===== src/rtl/dcr_pkg.sv =====
package dcr_pkg;
    localparam int NUM_CH = 3;
    localparam int SEL_W  = 2;
    localparam int BYTE_W = 8;

    typedef enum logic [1:0] {
        ST_IDLE,
        ST_CMD,
        ST_DATA,
        ST_DONE
    } frame_state_t;
endpackage


===== src/rtl/dcr_sync.sv =====
module dcr_sync #(
    parameter int               WIDTH   = 1,
    parameter int               STAGES  = 2,
    parameter logic [WIDTH-1:0] RST_VAL = '0
) (
    input  logic             clk,
    input  logic             rst_n,
    input  logic [WIDTH-1:0] d_i,
    output logic [WIDTH-1:0] q_o
);
    logic [WIDTH-1:0] chain_q [STAGES];

    always_ff @(posedge clk or negedge rst_n) begin
        if (!rst_n) begin
            for (int s = 0; s < STAGES; s++) chain_q[s] <= RST_VAL;
        end else begin
            chain_q[0] <= d_i;
            for (int s = 1; s < STAGES; s++) chain_q[s] <= chain_q[s-1];
        end
    end

    assign q_o = chain_q[STAGES-1];
endmodule


===== src/rtl/dcr_code_bank.sv =====
module dcr_code_bank
    import dcr_pkg::*;
#(
    parameter int CODE_W = 6
) (
    input  logic                         clk,
    input  logic                         rst_n,
    input  logic                         wr_en,
    input  logic [SEL_W-1:0]             wr_sel,
    input  logic [CODE_W-1:0]            wr_code,
    input  logic [SEL_W-1:0]             rd_sel,
    output logic [CODE_W-1:0]            rd_code,
    output logic [NUM_CH-1:0][CODE_W-1:0] codes_o
);
    logic [NUM_CH-1:0][CODE_W-1:0] code_q;

    for (genvar ch = 0; ch < NUM_CH; ch++) begin : g_ch
        always_ff @(posedge clk or negedge rst_n) begin
            if (!rst_n)                                       code_q[ch] <= '0;
            else if (wr_en && (wr_sel == SEL_W'(ch)))         code_q[ch] <= wr_code;
        end
    end

    always_comb begin
        rd_code = '0;
        for (int ch = 0; ch < NUM_CH; ch++) begin
            if (rd_sel == SEL_W'(ch)) rd_code = code_q[ch];
        end
    end

    assign codes_o = code_q;


    unused_sel_write_chk: assert property (@(posedge clk) disable iff (!rst_n)
        (wr_en && wr_sel == 2'b11) |=> $stable(code_q));
endmodule


===== src/rtl/dcr_frame_fsm.sv =====
module dcr_frame_fsm
    import dcr_pkg::*;
#(
    parameter int CODE_W = 6
) (
    input  logic              clk,
    input  logic              rst_n,
    input  logic              sck_s,
    input  logic              cs_n_s,
    input  logic              sdi_s,
    input  logic [CODE_W-1:0] rd_code,
    output logic [SEL_W-1:0]  rd_sel,
    output logic              wr_en,
    output logic [SEL_W-1:0]  wr_sel,
    output logic [CODE_W-1:0] wr_code,
    output logic              sdo_o
);
    localparam int FRAME_BITS = 2 * BYTE_W;
    localparam int CNT_W      = $clog2(FRAME_BITS + 1);
    localparam logic [CNT_W-1:0] LAST_CMD = CNT_W'(BYTE_W - 1);
    localparam logic [CNT_W-1:0] LAST_BIT = CNT_W'(FRAME_BITS - 1);
    localparam logic [CNT_W-1:0] TX_LOAD  = CNT_W'(BYTE_W);

    frame_state_t           state_q, state_d;
    logic                   sck_d;
    logic                   sck_rise, sck_fall;
    logic [CNT_W-1:0]       cnt_q;
    logic [BYTE_W-2:0]      shreg_q;
    logic                   rw_q;
    logic [SEL_W-1:0]       sel_q;
    logic [BYTE_W-1:0]      tx_q;
    logic                   sdo_q;

    always_ff @(posedge clk or negedge rst_n) begin
        if (!rst_n) sck_d <= 1'b0;
        else        sck_d <= sck_s;
    end
    assign sck_rise = sck_s & ~sck_d;
    assign sck_fall = ~sck_s & sck_d;

    always_comb begin
        state_d = state_q;
        unique case (state_q)
            ST_IDLE: if (!cs_n_s) state_d = ST_CMD;
            ST_CMD: begin
                if (cs_n_s)                             state_d = ST_IDLE;
                else if (sck_rise && cnt_q == LAST_CMD) state_d = ST_DATA;
            end
            ST_DATA: begin
                if (sck_rise && cnt_q == LAST_BIT) state_d = cs_n_s ? ST_IDLE : ST_DONE;
                else if (cs_n_s)                   state_d = ST_IDLE;
            end
            ST_DONE: if (cs_n_s) state_d = ST_IDLE;
        endcase
    end

    always_ff @(posedge clk or negedge rst_n) begin
        if (!rst_n) state_q <= ST_IDLE;
        else        state_q <= state_d;
    end

    always_comb begin
        wr_en   = (state_q == ST_DATA) && sck_rise && (cnt_q == LAST_BIT) && !rw_q;
        wr_sel  = sel_q;
        wr_code = {shreg_q[CODE_W-2:0], sdi_s};
        rd_sel  = sel_q;
        sdo_o   = sdo_q;
    end

    always_ff @(posedge clk or negedge rst_n) begin
        if (!rst_n) begin
            cnt_q   <= '0;
            shreg_q <= '0;
            rw_q    <= 1'b0;
            sel_q   <= '0;
            tx_q    <= '0;
            sdo_q   <= 1'b0;
        end else if (state_q == ST_IDLE) begin
            cnt_q   <= '0;
            shreg_q <= '0;
            tx_q    <= '0;
            sdo_q   <= 1'b0;
        end else begin
            if (sck_rise && state_q != ST_DONE) begin
                shreg_q <= {shreg_q[BYTE_W-3:0], sdi_s};
                cnt_q   <= cnt_q + 1'b1;
                if (cnt_q == LAST_CMD) begin
                    rw_q  <= shreg_q[BYTE_W-2];
                    sel_q <= {shreg_q[0], sdi_s};
                end
            end
            if (sck_fall && state_q == ST_DATA) begin
                if (cnt_q == TX_LOAD)
                    tx_q <= rw_q ? {{(BYTE_W-CODE_W){1'b0}}, rd_code} : '0;
                else
                    tx_q <= {tx_q[BYTE_W-2:0], 1'b0};
            end
            sdo_q <= cs_n_s ? 1'b0 : tx_q[BYTE_W-1];
        end
    end


    bit_count_bound_chk: assert property (@(posedge clk) disable iff (!rst_n)
        cnt_q <= CNT_W'(FRAME_BITS));

    done_full_frame_chk: assert property (@(posedge clk) disable iff (!rst_n)
        (state_q == ST_DONE) |-> (cnt_q == CNT_W'(FRAME_BITS)));

    release_to_idle_chk: assert property (@(posedge clk) disable iff (!rst_n)
        $rose(cs_n_s) |=> (state_q == ST_IDLE));

    sdo_quiet_chk: assert property (@(posedge clk) disable iff (!rst_n)
        cs_n_s |=> !sdo_q);
endmodule


===== src/rtl/skew_code_spi_slave.sv =====
module skew_code_spi_slave
    import dcr_pkg::*;
#(
    parameter int CODE_W      = 6,
    parameter int SYNC_STAGES = 2
) (
    input  logic              clk,
    input  logic              rst_n,
    input  logic              spi_sck,
    input  logic              spi_cs_n,
    input  logic              spi_sdi,
    output logic              spi_sdo,
    output logic [CODE_W-1:0] delay_red,
    output logic [CODE_W-1:0] delay_green,
    output logic [CODE_W-1:0] delay_blue
);
    logic [2:0]                    pins_s;
    logic                          wr_en;
    logic [SEL_W-1:0]              wr_sel, rd_sel;
    logic [CODE_W-1:0]             wr_code, rd_code;
    logic [NUM_CH-1:0][CODE_W-1:0] codes;

    dcr_sync #(.WIDTH(3), .STAGES(SYNC_STAGES), .RST_VAL(3'b010)) u_sync (
        .clk   (clk),
        .rst_n (rst_n),
        .d_i   ({spi_sck, spi_cs_n, spi_sdi}),
        .q_o   (pins_s)
    );

    dcr_frame_fsm #(.CODE_W(CODE_W)) u_fsm (
        .clk     (clk),
        .rst_n   (rst_n),
        .sck_s   (pins_s[2]),
        .cs_n_s  (pins_s[1]),
        .sdi_s   (pins_s[0]),
        .rd_code (rd_code),
        .rd_sel  (rd_sel),
        .wr_en   (wr_en),
        .wr_sel  (wr_sel),
        .wr_code (wr_code),
        .sdo_o   (spi_sdo)
    );

    dcr_code_bank #(.CODE_W(CODE_W)) u_bank (
        .clk     (clk),
        .rst_n   (rst_n),
        .wr_en   (wr_en),
        .wr_sel  (wr_sel),
        .wr_code (wr_code),
        .rd_sel  (rd_sel),
        .rd_code (rd_code),
        .codes_o (codes)
    );

    assign delay_red   = codes[0];
    assign delay_green = codes[1];
    assign delay_blue  = codes[2];
endmodule


===== config.mk =====
export PLATFORM = sky130hd
export DESIGN_NAME = skew_code_spi_slave
export DESIGN_NICKNAME = d
export VERILOG_FILES = /design/src/rtl/dcr_pkg.sv /design/src/rtl/dcr_sync.sv /design/src/rtl/dcr_code_bank.sv /design/src/rtl/dcr_frame_fsm.sv /design/src/rtl/skew_code_spi_slave.sv
export SDC_FILE = /design/constraint.sdc
export NUM_CORES = 1
export LEC_CHECK = 0
export ABC_AREA = 1
export BUFFER_PORTS_ARGS = -buffer_cell sky130_fd_sc_hd__clkbuf_2
export CORE_ASPECT_RATIO = 0.5
export CORE_MARGIN = 4
export CORE_UTILIZATION = 50
export CTS_BUF_LIST = sky130_fd_sc_hd__clkbuf_8
export DETAILED_ROUTE_END_ITERATION = 7
export HOLD_SLACK_MARGIN = 0.08
export PLACE_DENSITY = 0.7
export SYNTH_ARGS = -nofsm -noshare
export SYNTH_HDL_FRONTEND = slang
export SYNTH_HIERARCHICAL = 1
export SYNTH_SLANG_ARGS = --single-unit

===== constraint.sdc =====
create_clock -name clk -period 2.2 [get_ports clk]
set_input_delay 0 -clock clk [delete_from_list [all_inputs] [get_ports clk]]
set_output_delay 0 -clock clk [all_outputs]
set_load 0.005 [all_outputs]

# --- Word level (Yosys, flattened, before mapping) ---
# Cells that the tools add are included.
totals:
  ff_bits: 51
  latchBits: 0
  mem_bits_rw: 0
  rom_bits: 0
  input_bits: 5
  output_inout_bits: 19
  wordCells: 67
  memories: 0
op_classes:
  add_sub_neg: 1
  multipliers: 0
  div_mod_pow: 0
  magnitude_cmp: 0
  eq_ne: 11
  shift: 0
  muxes: 20
  bitwise_logic: 5
  n_reduce_logical: 17
op_table:
  columns: ["operator", "n"]
  rows:
  - ["2-to-1 mux 6 bit", 4]
  - ["2-to-1 mux 8 bit", 3]
  - ["2-to-1 mux 7 bit", 2]
  - ["2-to-1 mux 2 bit", 6]
  - ["== test 5 x 4 -> 1 bit (second input constant)", 2]
  - ["logical AND 1 bit", 10]
  - ["2-to-1 mux 5 bit", 2]
  - ["case mux 2 bit (4 select lines)", 1]
  - ["== test 2 bit (second input constant)", 3]
  - ["adder 5 x 1 -> 5 bit (second input constant)", 1]
  - ["== test 5 x 3 -> 1 bit (second input constant)", 1]
  - ["== test 2 x 1 -> 1 bit (second input constant)", 2]
  - ["logical NOT 2 bit", 2]
  - ["!= test 2 bit (second input constant)", 2]
  - ["nonzero test 2 bit", 2]
  - ["!= test 3 x 2 -> 1 bit (second input constant)", 1]
  - ["NOT 1 bit", 3]
  - ["AND reduction 3 bit", 1]
  - ["bitwise AND 1 bit", 2]
  - ["2-to-1 mux 1 bit", 2]
  - ["AND reduction 2 bit", 1]
  - ["logical NOT 1 bit", 1]

# --- Logic depth before layout (Yosys ltp) ---
logic_depth:
  ltp_word: 8
  mapped_depth: 10
  ltp_nobuf: 9

# --- Hierarchy ---
# Netlist, hierarchy kept.
by_module_without_submodules:
  columns: ["module", "instances", "cells_each", "area_per_inst_um2", "seq_area_each_um2"]
  rows:
  - ["dcr_frame_fsm", 1, 183, 1413.9, 675.6]
  - ["dcr_code_bank", 1, 111, 912.1, 450.4]
  - ["dcr_sync", 1, 9, 175.2, 152.6]

# --- Worst setup path after synthesis ---
# Ideal clock, no wire load.
synth_path:
  path_kind: "register to register"
  from: "register u_fsm.cnt_q[0]"
  to: "register u_bank.code_q (netlist bit u_bank/codes_o[12])"
  setup_time_ns: 0.117
  t_arrival_ns: 1.586
  required_time_ns: 2.083
  setup_slack_ns: 0.497
  stages_incl_launch_ff: 11
  path_buffers: 1
  synth_period_minus_slack_ns: 1.703
  cell_sequence: "dfrtp_1 ha_1 nand2_1 nor2_1 ha_1 nand2_1 nor3_1 buf_4 nand3_2 nand2_1 nand2_1"
synth_via:
  elab_chain_cells: 4
synth_rtl:
  columns: ["element", "line", "source"]
  rows:
  - ["start: declaration", "dcr_frame_fsm.sv:27", "logic [CNT_W-1:0] cnt_q;"]
  - ["start signal: assignment", "dcr_frame_fsm.sv:86", "cnt_q <= cnt_q + 1'b1;"]
  - ["== test 5 x 4 -> 1 bit", "dcr_frame_fsm.sv:63", "wr_en = (state_q == ST_DATA) && sck_rise && (cnt_q == LAST_BIT) && !rw_q;"]
  - ["logical AND 1 bit (2 in series)", "dcr_frame_fsm.sv:63", null]
  - ["net wr_en", "skew_code_spi_slave.sv:18", "logic wr_en;"]
  - ["logical AND 1 bit", "dcr_code_bank.sv:20", "else if (wr_en && (wr_sel == SEL_W'(ch))) code_q[ch] <= wr_code;"]
  - ["end signal: indexed assignment", "dcr_code_bank.sv:20", null]
  - ["end: declaration", "dcr_code_bank.sv:15", "logic [NUM_CH-1:0][CODE_W-1:0] code_q;"]
# The timed path passes the listed nets, and every way through them passes these cells.
# A chain may end at the register's enable or synchronous reset.

# --- Final worst setup path ---
layout_path:
  from: "register u_fsm.cnt_q[0]"
  to: "register u_bank.code_q (netlist bit u_bank/codes_o[6])"
# The elaborated chain is that of the path after synthesis.

==> results_dict.tcl <==
set metrics [dict create \
    status "finished, final reports clean" \
    io_buffers 23 \
    vias_per_cell 5.05 \
    gp_congestion 0.933 \
    path_class "reg -> reg" \
    drt_iter0_markers 116 \
    synth_cell_types 23 \
    fmax_mhz 545 \
    synthFlopType "dfrtp_1" \
    core_area_mm2 0.00462 \
    grt_max_degree 52 \
    finalSetupTns_ns 0 \
    yosysTopAreaCell "dfrtp_1" \
    min_path_type "in -> reg" \
    synth.most_common_cell "nand2_1" \
    die_w_um 108 \
    hold_start "spi_cs_n" \
    worst_slack_ns 0.367 \
    regToRegSetupSlack_ns 0.37 \
    synth_area_leaders "dfrtp_1 (49%), nand2_1 (18%), nand3_1 (9.2%)" \
    p_per_area_mw_per_mm2 726 \
    clk_latency_ns 0.31 \
    drc_errors 0 \
    ys_seq_area_share_pct 51.1 \
    critPathLaunch "u_fsm/cnt_q[0]$_DFFE_PN0P_" \
    post_dp_cell_area_mm2 0.00261 \
    synth_async_sr_flop_share_pct 100 \
    synth_common_cells "nand2_1 (118), dfrtp_1 (49), nand3_1 (46)" \
    synthCells 303 \
    drive_gt1_share_pct 17.9 \
    cts-hold-fix-buffers 4 \
    antenna_found_initial 0 \
    cp.required_ns 2.40 \
    fin_area_mm2 0.00276 \
    start_util_pct 54.2 \
    die_area_mm2 0.00627 \
    setup-violations-final 0 \
    syn_nets 311 \
    ctsResizeCount 0 \
    yosysWarningCount 6 \
    ff2ff_path_depth 10 \
    io_pins 24 \
    relSlewSlack_pct 58.0 \
    grt_pass1_vias 1802 \
    cts_setup_buffers 0 \
    rows 17 \
    syn_avg_cell_area_um2 8.25 \
    critPathMaxFanout 21 \
    syn_area_mm2 0.00250 \
    end_kind "register" \
    nNetsFinal 331 \
    fp.dieH_um 58.0 \
    vias 1969 \
    regToRegEndpoint "u_bank/codes_o[6]$_DFFE_PN0P_" \
    avgRoutedWirePerCell_um 12.9 \
    maxSlewViolCount 0 \
    grt_overflow 0 \
    root_buffer "clkbuf_8" \
    cp-start-kind "register" \
    whs_path_depth 2 \
    peakVddDrop_mv 0.322 \
    path_clk_slew_ns 0.09 \
    cts_max_level 2 \
    power.leakage_nw 1.48 \
    area_growth_pct 10.3 \
    fillers 419 \
    worstPathArrival_ns 2.04 \
    synth.top_cell.area_share_pct 49.0 \
    max_cap_viol_count 0 \
    timing_hold_violations_final 0 \
    dp_hpwl_mm 3.63 \
    grt_setup_unrepaired "no" \
    synth_edf_count 0 \
    ys_ff_latch 51 \
    cts_tree "built" \
    cts.sinks 51 \
    cts_buffer_depth 2 \
    insertedDiodeCount 0 \
    cts_buffers 5 \
    final_antenna_net_count 0 \
    skew_ns 0.00932 \
    r2r_start "u_fsm/cnt_q[0]$_DFFE_PN0P_" \
    min_to "u_sync/chain_q[4]$_DFF_PN1_" \
    grt_pass1_wl_mm 8.58 \
    drtPass1Iterations 4 \
    worst_pin_slew_ns 0.630 \
    timing.final.crit_share_pct 83.3 \
    fin_hold_ws_ns 0.324 \
    grt_use_total_pct 17.4 \
    place_ws_ns 0.435 \
    post-route-min-period_ns 1.83 \
    routed_wl_mm 5.04 \
]
[cell families after synthesis]
logic type	Yosys count	synth area share [%]
AND/OR/NAND/NOR	205	38.1
buffers and inverters	40	8.50
flip-flops	51	51.1
AO/OA/AOI/OAI	4	0.800
adder cells (fa/ha/maj)	3	1.50
[flip-flops by register name, summed over array words and instances (netlist names)]
name and count:
u_fsm/shreg_q 7, u_fsm/rw_q 1, u_fsm/sck_d 1, u_sync/chain_q 3
u_fsm/state_q 2, u_sync/q_o 3, u_bank/codes_o 18, u_fsm/cnt_q 5
u_fsm/sdo_o 1, u_fsm/rd_sel 2, u_fsm/tx_q 8
[stage by stage]
step / instances / util (%) / power [mW]
after CTS: 390 / 59.8 / 2.02
final: 390 / 59.8 / 2.00
after detailed placement: 378 / 56.5 / 1.37
after global routing: 390 / 59.8 / 2.11
after global placement: 378 / 56.5 / 1.37
after floorplan: 303 / - / 1.29
[layer usage]
layer	routed length, um	global-route usage [%]	up-vias
met1	2520	24.8	914
met4	44	5.04	0
met3	288	4.12	7
li1	-	-	1003
met2	2190	26.8	45
met5	0	0	-
[final cells by class]
type                            count  area, um^2  share of cell area [%]
Sequential cell                    51        1280                    46.3
Clock buffer                        5        68.8                    2.49
Tap cell                           66        82.6                    2.99
Inverter                           22        85.1                    3.08
Timing Repair Buffer               31         185                    6.71
Clock inverter                      3        43.8                    1.59
Multi-Input combinational cell    212        1010                    36.8
[critical path, cell delays in order (launching register included)]
cell	delay, ns
dfrtp_1	0.41
ha_1	0.20
nand2_1	0.09
nor2_1	0.11
ha_1	0.15
nand2_1	0.08
nor3_2	0.12
buf_4	0.27
nand3_2	0.16
nand2_1	0.09
nand2_1	0.05
[worst max-delay path by stage]
stage	slack (ns)	depth (start not counted)	end
floorplan	0.50	10	u_bank/codes_o[12]$_DFFE_PN0P_
global placement	0.50	10	u_bank/codes_o[16]$_DFFE_PN0P_
detailed placement	0.44	10	u_bank/codes_o[9]$_DFFE_PN0P_
CTS	0.38	10	u_bank/codes_o[6]$_DFFE_PN0P_
global route	0.19	10	u_bank/codes_o[6]$_DFFE_PN0P_
finish	0.37	10	u_bank/codes_o[6]$_DFFE_PN0P_
[placed cells by master, fill, tap and decap left out]
cell	instances
a21oi_1	1
buf_4	4
bufinv_16	1
clkbuf_2	23
clkbuf_8	5
clkinv_2	1
clkinv_4	1
dfrtp_1	49
dfstp_2	2
dlygate4sd3_1	4
ha_1	3
inv_1	18
inv_2	3
inv_4	1
nand2_1	118
nand2_2	4
nand2_4	1
nand3_1	46
nand3_2	2
nand4_1	13
nor2_1	11
nor2_2	3
nor2_4	5
nor2_8	1
nor3_2	1
o21ai_0	3
[power breakdown]
group,internal [mW],total (mW),switching (mW)
clock,0.339,0.648,0.309
sequential,0.979,1.03,0.0538
combinational,0.0894,0.321,0.232
No activity file was read; power rests on OpenSTA's default activity.
